## src/rtl/dma_ctl_pkg.sv

```systemverilog
// Shared constants and strobe types for the DMA control-register unit.
// Assumes a 4-channel controller with byte-wide registers.
package dma_ctl_pkg;
    localparam int NCH = 4;
    localparam int DW  = 8;
    // Command bits this unit does not implement; any of them rejects the write.
    localparam logic [7:0] CMD_UNSUP  = 8'hEB;
    localparam int         CMD_OFF_BIT = 2;

    typedef enum logic [2:0] {
        W_CMD, W_REQ, W_MASK1, W_MODE, W_BPCLR, W_MCLR, W_MASKCLR, W_MASKALL
    } wr_op_e;

    typedef enum logic [2:0] {
        R_STAT, R_REQF, R_CMD, R_MODE, R_BPSET, R_TEMP, R_CTRCLR, R_MASK
    } rd_op_e;

    typedef struct packed {
        logic cmd, req, mask1, mode, bpclr, mclr, maskclr, maskall;
    } wr_stb_t;

    typedef struct packed {
        logic stat, reqf, cmd, mode, bpset, temp, ctrclr, mask;
    } rd_stb_t;
endpackage

```

## src/rtl/dma_ctl_decode.sv

```systemverilog
// Access decoder: turns an index plus strobes into one-hot operation strobes.
// Assumes only indices with bit 3 set belong to this unit; others decode to nothing.
module dma_ctl_decode
    import dma_ctl_pkg::*;
#(
    parameter int IDX_W = 4
) (
    input  logic [IDX_W-1:0] idx,
    input  logic             wr_en,
    input  logic             rd_en,
    output wr_stb_t          wr_stb,
    output rd_stb_t          rd_stb
);
    localparam int OP_W = 3;
    logic              in_win;
    logic [OP_W-1:0]   op;

    assign in_win = idx[IDX_W-1];
    assign op     = idx[OP_W-1:0];

    // Write operation decode.
    always_comb begin
        wr_stb = '0;
        if (wr_en && in_win) begin
            case (op)
                W_CMD:     wr_stb.cmd     = 1'b1;
                W_REQ:     wr_stb.req     = 1'b1;
                W_MASK1:   wr_stb.mask1   = 1'b1;
                W_MODE:    wr_stb.mode    = 1'b1;
                W_BPCLR:   wr_stb.bpclr   = 1'b1;
                W_MCLR:    wr_stb.mclr    = 1'b1;
                W_MASKCLR: wr_stb.maskclr = 1'b1;
                default:   wr_stb.maskall = 1'b1;
            endcase
        end
    end

    // Read operation decode.
    always_comb begin
        rd_stb = '0;
        if (rd_en && in_win) begin
            case (op)
                R_STAT:   rd_stb.stat   = 1'b1;
                R_REQF:   rd_stb.reqf   = 1'b1;
                R_CMD:    rd_stb.cmd    = 1'b1;
                R_MODE:   rd_stb.mode   = 1'b1;
                R_BPSET:  rd_stb.bpset  = 1'b1;
                R_TEMP:   rd_stb.temp   = 1'b1;
                R_CTRCLR: rd_stb.ctrclr = 1'b1;
                default:  rd_stb.mask   = 1'b1;
            endcase
        end
    end
endmodule

```

## src/rtl/dma_ctl_status.sv

```systemverilog
// Status byte: terminal-count flags in the low half, request flags in the high half.
// Assumes at most one register access per cycle. Update priority, lowest first:
// read-clear, request write, request-level change, terminal-count pulse, master clear.
module dma_ctl_status #(
    parameter int NCH  = 4,
    parameter int CH_W = $clog2(NCH)
) (
    input  logic             clk,
    input  logic             rst_n,
    input  logic             rd_stat,
    input  logic             wr_req,
    input  logic [CH_W:0]    req_cmd,
    input  logic             mclr,
    input  logic [NCH-1:0]   req_lvl,
    input  logic [NCH-1:0]   tc_pulse,
    output logic [2*NCH-1:0] stat_q
);
    logic [NCH-1:0]   req_prev_q;
    logic [NCH-1:0]   req_chg;
    logic [2*NCH-1:0] stat_nxt;

    assign req_chg = req_lvl ^ req_prev_q;

    // Next status value built up in priority order.
    always_comb begin
        stat_nxt = stat_q;
        if (rd_stat) stat_nxt[NCH-1:0] = '0;
        for (int i = 0; i < NCH; i++) begin
            if (wr_req && (req_cmd[CH_W-1:0] == CH_W'(i))) begin
                stat_nxt[NCH+i] = req_cmd[CH_W];
                stat_nxt[i]     = 1'b0;
            end
            if (req_chg[i]) stat_nxt[NCH+i] = req_lvl[i];
        end
        stat_nxt[NCH-1:0] = stat_nxt[NCH-1:0] | tc_pulse;
        if (mclr) stat_nxt = '0;
    end

    // Status and request-history registers.
    always_ff @(posedge clk) begin
        if (!rst_n) begin
            stat_q     <= '0;
            req_prev_q <= '0;
        end else begin
            stat_q     <= stat_nxt;
            req_prev_q <= req_lvl;
        end
    end


    tc_land_chk: assert property (@(posedge clk) disable iff (!rst_n)
        (!mclr && (|tc_pulse)) |=> ((stat_q[NCH-1:0] & $past(tc_pulse)) == $past(tc_pulse)));

    rd_clear_chk: assert property (@(posedge clk) disable iff (!rst_n)
        (rd_stat && (tc_pulse == '0)) |=> (stat_q[NCH-1:0] == '0));

    mclr_stat_chk: assert property (@(posedge clk) disable iff (!rst_n)
        mclr |=> (stat_q == '0));
endmodule

```

## src/rtl/dma_ctl_mode_bank.sv

```systemverilog
// Per-channel mode bytes plus the self-incrementing readback pointer.
// Assumes mode bytes are reset only by rst_n; master clear resets the pointer only.
module dma_ctl_mode_bank #(
    parameter int NCH  = 4,
    parameter int DW   = 8,
    parameter int CH_W = $clog2(NCH)
) (
    input  logic              clk,
    input  logic              rst_n,
    input  logic              wr_mode,
    input  logic [DW-1:0]     wr_data,
    input  logic              rd_mode,
    input  logic              rd_ctrclr,
    input  logic              mclr,
    output logic [NCH*DW-1:0] mode_flat,
    output logic [DW-1:0]     mode_rd
);
    localparam logic [DW-1:0] RD_FORCE = DW'((1 << CH_W) - 1);
    logic [DW-1:0]   mode_q [NCH];
    logic [CH_W-1:0] ctr_q;

    for (genvar g = 0; g < NCH; g++) begin : g_ch
        // Mode byte of channel g.
        always_ff @(posedge clk) begin
            if (!rst_n)
                mode_q[g] <= '0;
            else if (wr_mode && (wr_data[CH_W-1:0] == CH_W'(g)))
                mode_q[g] <= wr_data;
        end
        assign mode_flat[g*DW +: DW] = mode_q[g];
    end

    // Readback pointer: cleared by master clear or pointer-clear read, steps on mode read.
    always_ff @(posedge clk) begin
        if (!rst_n || mclr || rd_ctrclr)
            ctr_q <= '0;
        else if (rd_mode)
            ctr_q <= ctr_q + 1'b1;
    end

    assign mode_rd = mode_q[ctr_q] | RD_FORCE;


    ctr_step_chk: assert property (@(posedge clk) disable iff (!rst_n)
        (rd_mode && !rd_ctrclr && !mclr) |=> (ctr_q == CH_W'($past(ctr_q) + 1'b1)));

    ctr_zero_chk: assert property (@(posedge clk) disable iff (!rst_n)
        (rd_ctrclr || mclr) |=> (ctr_q == '0));
endmodule

```

## src/rtl/dma_ctl_service.sv

```systemverilog
// Service eligibility: unmasked channels with a pending request, gated by controller disable,
// and the lowest-numbered eligible channel as a one-hot pick.
module dma_ctl_service #(
    parameter int NCH = 4
) (
    input  logic           ctl_off,
    input  logic [NCH-1:0] mask,
    input  logic [NCH-1:0] reqf,
    output logic [NCH-1:0] svc_en,
    output logic [NCH-1:0] svc_first
);
    assign svc_en = ctl_off ? '0 : (reqf & ~mask);

    // Fixed-order pick: scanning high to low leaves the lowest set bit.
    always_comb begin
        svc_first = '0;
        for (int i = NCH - 1; i >= 0; i--) begin
            if (svc_en[i]) svc_first = NCH'(1) << i;
        end
    end
endmodule

```

## src/rtl/dma_ctl_unit.sv

```systemverilog
// DMA control-register unit top: command and mask registers, read multiplexer,
// byte-pointer pulses, and wiring of the decoder, status, mode bank and service logic.
// Assumes one access per cycle; read data is combinational, side effects land at the edge.
module dma_ctl_unit
    import dma_ctl_pkg::*;
#(
    parameter int IDX_W = 4
) (
    input  logic              clk,
    input  logic              rst_n,
    input  logic [IDX_W-1:0]  reg_idx,
    input  logic              wr_en,
    input  logic              rd_en,
    input  logic [DW-1:0]     wr_data,
    input  logic [NCH-1:0]    req_lvl,
    input  logic [NCH-1:0]    tc_pulse,
    output logic [DW-1:0]     rd_data,
    output logic [NCH*DW-1:0] mode_flat,
    output logic              bptr_clr,
    output logic              bptr_set,
    output logic [NCH-1:0]    svc_en,
    output logic [NCH-1:0]    svc_first
);
    localparam int CH_W = $clog2(NCH);

    wr_stb_t        wr_stb;
    rd_stb_t        rd_stb;
    logic [DW-1:0]  cmd_q;
    logic [DW-1:0]  mask_q;
    logic [2*NCH-1:0] stat_q;
    logic [DW-1:0]  mode_rd;

    dma_ctl_decode #(.IDX_W(IDX_W)) u_dec (
        .idx(reg_idx), .wr_en(wr_en), .rd_en(rd_en),
        .wr_stb(wr_stb), .rd_stb(rd_stb)
    );

    dma_ctl_status #(.NCH(NCH)) u_stat (
        .clk(clk), .rst_n(rst_n), .rd_stat(rd_stb.stat), .wr_req(wr_stb.req),
        .req_cmd(wr_data[CH_W:0]), .mclr(wr_stb.mclr), .req_lvl(req_lvl),
        .tc_pulse(tc_pulse), .stat_q(stat_q)
    );

    dma_ctl_mode_bank #(.NCH(NCH), .DW(DW)) u_mode (
        .clk(clk), .rst_n(rst_n), .wr_mode(wr_stb.mode), .wr_data(wr_data),
        .rd_mode(rd_stb.mode), .rd_ctrclr(rd_stb.ctrclr), .mclr(wr_stb.mclr),
        .mode_flat(mode_flat), .mode_rd(mode_rd)
    );

    dma_ctl_service #(.NCH(NCH)) u_svc (
        .ctl_off(cmd_q[CMD_OFF_BIT]), .mask(mask_q[NCH-1:0]), .reqf(stat_q[2*NCH-1:NCH]),
        .svc_en(svc_en), .svc_first(svc_first)
    );

    // Command register: accepts only writes free of unsupported feature bits.
    always_ff @(posedge clk) begin
        if (!rst_n || wr_stb.mclr)
            cmd_q <= '0;
        else if (wr_stb.cmd && ((wr_data & CMD_UNSUP) == '0))
            cmd_q <= wr_data;
    end

    // Mask register: whole-byte write, clear-all, or single-channel update.
    always_ff @(posedge clk) begin
        if (!rst_n || wr_stb.mclr)
            mask_q <= '1;
        else if (wr_stb.maskall)
            mask_q <= wr_data;
        else if (wr_stb.maskclr)
            mask_q <= '0;
        else if (wr_stb.mask1)
            mask_q[wr_data[CH_W-1:0]] <= wr_data[CH_W];
    end

    // Byte-pointer control pulses for the address datapath.
    assign bptr_clr = wr_stb.bpclr | wr_stb.mclr;
    assign bptr_set = rd_stb.bpset | rd_stb.mode;

    // Read data multiplexer; temporary register and action-only reads return zero.
    always_comb begin
        rd_data = '0;
        if (rd_stb.stat)        rd_data = DW'(stat_q);
        else if (rd_stb.reqf)   rd_data = {{(DW-NCH){1'b1}}, stat_q[2*NCH-1:NCH]};
        else if (rd_stb.cmd)    rd_data = cmd_q;
        else if (rd_stb.mode)   rd_data = mode_rd;
        else if (rd_stb.mask)   rd_data = mask_q;
        else if (rd_stb.temp || rd_stb.bpset || rd_stb.ctrclr) rd_data = '0;
    end


    cmd_drop_chk: assert property (@(posedge clk) disable iff (!rst_n)
        (wr_stb.cmd && ((wr_data & CMD_UNSUP) != '0)) |=> $stable(cmd_q));

    mask_mclr_chk: assert property (@(posedge clk) disable iff (!rst_n)
        wr_stb.mclr |=> (mask_q == '1));

    svc_pick_chk: assert property (@(posedge clk) disable iff (!rst_n)
        $onehot0(svc_first) && ((svc_first & ~svc_en) == '0));

    svc_off_chk: assert property (@(posedge clk) disable iff (!rst_n)
        cmd_q[CMD_OFF_BIT] |-> (svc_en == '0));
endmodule

```

## config.mk

```make
export PLATFORM = sky130hd
export DESIGN_NAME = dma_ctl_unit
export DESIGN_NICKNAME = d
export VERILOG_FILES = /design/src/rtl/dma_ctl_pkg.sv /design/src/rtl/dma_ctl_decode.sv /design/src/rtl/dma_ctl_status.sv /design/src/rtl/dma_ctl_mode_bank.sv /design/src/rtl/dma_ctl_service.sv /design/src/rtl/dma_ctl_unit.sv
export SDC_FILE = /design/constraint.sdc
export NUM_CORES = 1
export LEC_CHECK = 0
export ABC_AREA = 1
export CORE_MARGIN = 1.5
export CORE_UTILIZATION = 55
export CTS_CLUSTER_DIAMETER = 40
export CTS_CLUSTER_SIZE = 25
export DETAILED_ROUTE_END_ITERATION = 10
export GPL_TIMING_DRIVEN = 0
export PLACE_DENSITY = 0.83
export SETUP_SLACK_MARGIN = 0.1
export SLEW_MARGIN = 20
export SYNTH_ARGS = -nofsm -noshare
export SYNTH_HDL_FRONTEND = slang
export SYNTH_HIERARCHICAL = 1
export SYNTH_SLANG_ARGS = --single-unit
```

## constraint.sdc

```tcl
create_clock -name clk -period 3.2 [get_ports clk]
set_input_delay 0.8 -clock clk [delete_from_list [all_inputs] [get_ports clk]]
set_output_delay 0.8 -clock clk [all_outputs]
set_load 0.02 [all_outputs]
```

Word level (Yosys, flattened, before mapping)
Memories as Yosys holds them, arrays and structs flattened. A register that Yosys moved wholly into a read port is not among the register bits.
Index checks and enable logic that the tools add are counted.

storage, ports and cells
  bits in registers = 30
  bits in latches = 0
  bits in writable memories = 32
  memory bits (read-only) = 0
  bits of input ports = 24
  output and inout bits = 50
  word-level logic and storage cells = 116
  memories kept = 1

memories
  name           depth  bits a word  rd ports  clocked after Yosys merged registers in  write ports  line                     RTL
  u_mode.mode_q  4      8            5         1                                        4            dma_ctl_mode_bank.sv:19  logic [DW-1:0] mode_q [NCH];

cells by class
  add/sub/neg operators = 1
  $mul = 0
  div/mod/pow operators = 0
  magnitude comparators = 2
  eq/ne operators = 9
  shift operators = 0
  muxes and demuxes = 58
  bitwise operators = 11
  reductions and logical operators = 25

operators with widths
  cell                                                                   number
  8-bit two-way mux                                                      14
  1-bit two-way mux                                                      34
  4-bit two-way mux                                                      6
  1-bit logical AND                                                      12
  3-bit equality test, second input constant                             3
  8-bit bitwise mux                                                      1
  8-bit logical NOT                                                      1
  2-bit nonzero test                                                     4
  7-bit OR reduction                                                     1
  3-bit by 2-bit equality test with 1-bit output, second input constant  2
  1-bit bitwise OR                                                       6
  4-bit bitwise AND                                                      1
  2-bit equality test, second input constant                             2
  2-bit by 4-bit < comparator with 1-bit output, second input constant   1
  2-bit two-way mux                                                      2
  4-bit inverter                                                         1
  4-bit bitwise OR                                                       1
  4-bit XOR                                                              1
  3-bit by 1-bit equality test with 1-bit output, second input constant  1
  3-bit logical NOT                                                      1
  3-bit nonzero test                                                     1
  2-bit by 1-bit adder with 2-bit output, second input constant          1
  1-bit demux with 2-bit select                                          1
  2-bit by 1-bit equality test with 1-bit output, second input constant  1
  6 further kinds                                                        7

Logic depth before layout (Yosys ltp)
  depth in word-level cells = 9
  gate-level depth with buffers = 11
  mapped depth without buffers = 10

Hierarchy
The synthesis kept the hierarchy.

modules (own cells, without submodules)
  module             instances  cells each  area an instance (sq um)
  dma_ctl_mode_bank  1          172         1,647.8
  dma_ctl_unit       1          192         1,127.3
  dma_ctl_status     1          77          539.3
  dma_ctl_decode     1          30          122.6
  dma_ctl_service    1          19          87.6

Least setup slack after synthesis
OpenSTA, ideal clock, no wires.

  kind = input-to-output
  start point = input reg_idx[2]
  end point = output rd_data[4]
  arrival = 2.045 ns
  path slack = 0.355 ns
  cell stages on the path = 8
  cells stage by stage = inv_1 > nand3_1 > nor2_1 > inv_2 > buf_6 > nand2_1 > o211ai_1 > a21oi_1

RTL lines
  item             line                RTL
  start, declared  dma_ctl_unit.sv:11  input logic [IDX_W-1:0] reg_idx,
  end, declared    dma_ctl_unit.sv:17  output logic [DW-1:0] rd_data,

==> metrics.csv <==
metric,value,unit
synthesized area per cell,7.20,µm²
Seq pwr share,46.7,%
synthesized area,0.00352,mm²
Clk pwr share,38.5,%
Sink Count,64,
Hold Path Depth,2,
Avg WL per Cell,14.3,µm
fillers,449,
max_cap viols,0,
first-pass GRT wire length,15400,µm
outcome,"finished, final reports clean",
Slew @ Worst Pin,0.781,ns
worst r2r path cells,4,
grt ovf,0,
crit-path cells,"dlygate4sd2_1, nand3_1, nor2_2, buf_4, nand2_1, nand2_1, o211ai_1, a21oi_1, buf_4",
Tot GR Track Use,28.0,%
vias in the first global route,3288,
layout cells sized above 1,13.3,%
synth warn,6,
total CTS buffers,9,
VDD IR max,0.428,mV
initial antenna violation count,0,
Antenna Cells,0,
Cell Pwr Density,426,mW/mm²
io pins,74,
DRT iter0 DRCs,285,
Via-to-Cell Ratio,5.29,
Die Wd,83.0,µm
min Tclk post-route,3.03,ns
WS Path Type,in -> out,
Final Skew,0.00699,ns
area of the core,0.00606,mm²
H-tree depth,3,
"Clk Latency, worst-skew pair",0.35,ns
worst min path class,reg -> reg,
IO buf count,73,
net switching power,0.524,mW
cells after synthesis,489,
Slew Limit Fails,0,
clock-pin slew on the worst setup and hold paths,0.06,ns
arrival time worst endpoint,2.23,ns
drt pass-1 iters,5,
Max Fclk,330,MHz
gpl congestion,0.914,
nets@finish,605,
root buf cell,clkbuf_8,
Die ar.,0.00689,mm²
Tcrit/Tclk final,94.6,%
CP Launch Type,input pin,
CP max stage delay,0.37,ns
RSZ-0062 raised after global routing,no,
sw frac,26.5,%
DR vias,3497,
combinational power share,14.8,%
CP max FO,8,
die height,83.0,µm
DRC viols,0,
Total Power,1.98,mW
Slew headroom,47.8,%
final WL,9480,µm
critical path's slowest cell,dlygate4sd2_1,
DPL Wire Length,6740,µm
CTS max path bufs,2,
P_int,1.45,mW
"Hold Violations, Final",0,
LEAKAGE,2.33,nW
initial core utilization,58.1,%
CTS tree,done,
Area growth syn-to-layout,31.7,%
CP Data Required Time,2.40,ns
crit end category,output pin,
Final setup viols,0,
Routed Antenna Nets,0,
pin count of the biggest net entering global routing,18,
row cnt,28,
Setup TNS,0,ns
==> path summary, 6_finish.rpt <==
check                                                endpoint                             from  slack, ns
worst max register to register  u_stat/stat_q[6]$_SDFFE_PP0P_  u_stat/req_prev_q[2]$_SDFF_PN0_       2.36
worst min register to register          cmd_q[1]$_SDFFE_PP0P_            cmd_q[1]$_SDFFE_PP0P_       0.44
worst min-delay path                    cmd_q[1]$_SDFFE_PP0P_            cmd_q[1]$_SDFFE_PP0P_       0.44
worst max-delay path                               rd_data[7]                       reg_idx[1]       0.17
==> critical path, delay by kind of cell <==
family,cells,cell delay [ns]
compound gates,2,0.29
buf+inv,3,0.69
simple gates,4,0.44
==> metal layers <==
layer / part of all wire (%) / track usage [%] / up-vias
li1: - / - / 1696
met1: 41 / 35.7 / 1619
met2: 49 / 46.9 / 160
met3: 7.7 / 5.07 / 22
met4: 2.3 / 12.0 / 0
met5: 0 / 0 / -
==> placed cells by master (no fill, tap or decap), drive strengths merged, types with 2 or more instances in the layout <==
master	instances
inv	102
edfxtp	32
clkbuf	10
bufinv	2
clkinv	2
o211ai	4
nor3	3
buf	26
nand3b	2
nand3	49
dfxtp	32
conb	6
clkdlybuf4s50	58
nand4	7
a21oi	23
nand2	129
o21ai	10
nor2	73
or2	5
dlygate4sd2	6
==> timing repair <==
item                                    in CTS  in global routing
hold buffers                                 0                  0
setup buffers                                4                  0
gates resized for setup                     57                  7
cloned                                       0                  0
endpoints found under the setup margin      10                  8
pin swaps                                    2                  4
==> power groups by stage <==
| stage | sequential [mW] | clock [mW] | combinational (mW) |
|---|---|---|---|
| 2_1_floorplan | 0.967 | 0 | 0.121 |
| 3_3_place_gp | 0.941 | 0 | 0.277 |
| 3_5_place_dp | 0.942 | 0 | 0.285 |
| 4_1_cts | 0.924 | 0.767 | 0.288 |
| 5_1_grt | 0.929 | 0.797 | 0.317 |
| 6_report | 0.924 | 0.761 | 0.293 |
==> flip-flops by register name, summed over array words and instances, names as in the netlist, named ones only <==
register,flops
u_mode/mode_q,32
cmd_q,8
mask_q,8
u_stat/stat_q,8
u_stat/req_prev_q,4
u_mode/ctr_q,2
==> layout make-up <==
cell class                      instances  area, µm²  area share [%]
Clock buffer                           10        128            2.75
Clock inverter                          6       83.8            1.81
Tap cell                               75       93.8            2.02
Buffer                                 14        116            2.51
Timing Repair Buffer                   77        724            15.6
Sequential cell                        64       1600            34.5
Multi-Input combinational cell        314       1510            32.6
Inverter                              101        379            8.17
==> per-stage QoR <==
| step | worst slack, ns | instance area [µm²] | utilization, % | hold slack, ns | instances |
|---|---|---|---|---|---|
| after floorplan | 0.355 | 3540 | - | 0.419 | 493 |
| after global placement | -0.845 | 4360 | 71.9 | 0.434 | 641 |
| after detailed placement | -0.938 | 4360 | 71.9 | 0.436 | 641 |
| after CTS | 0.0286 | 4620 | 76.3 | 0.445 | 661 |
| after global routing | 0.0988 | 4640 | 76.5 | 0.463 | 661 |
| final | 0.174 | 4640 | 76.5 | 0.444 | 661 |
Power figures use the tool's default switching activity.
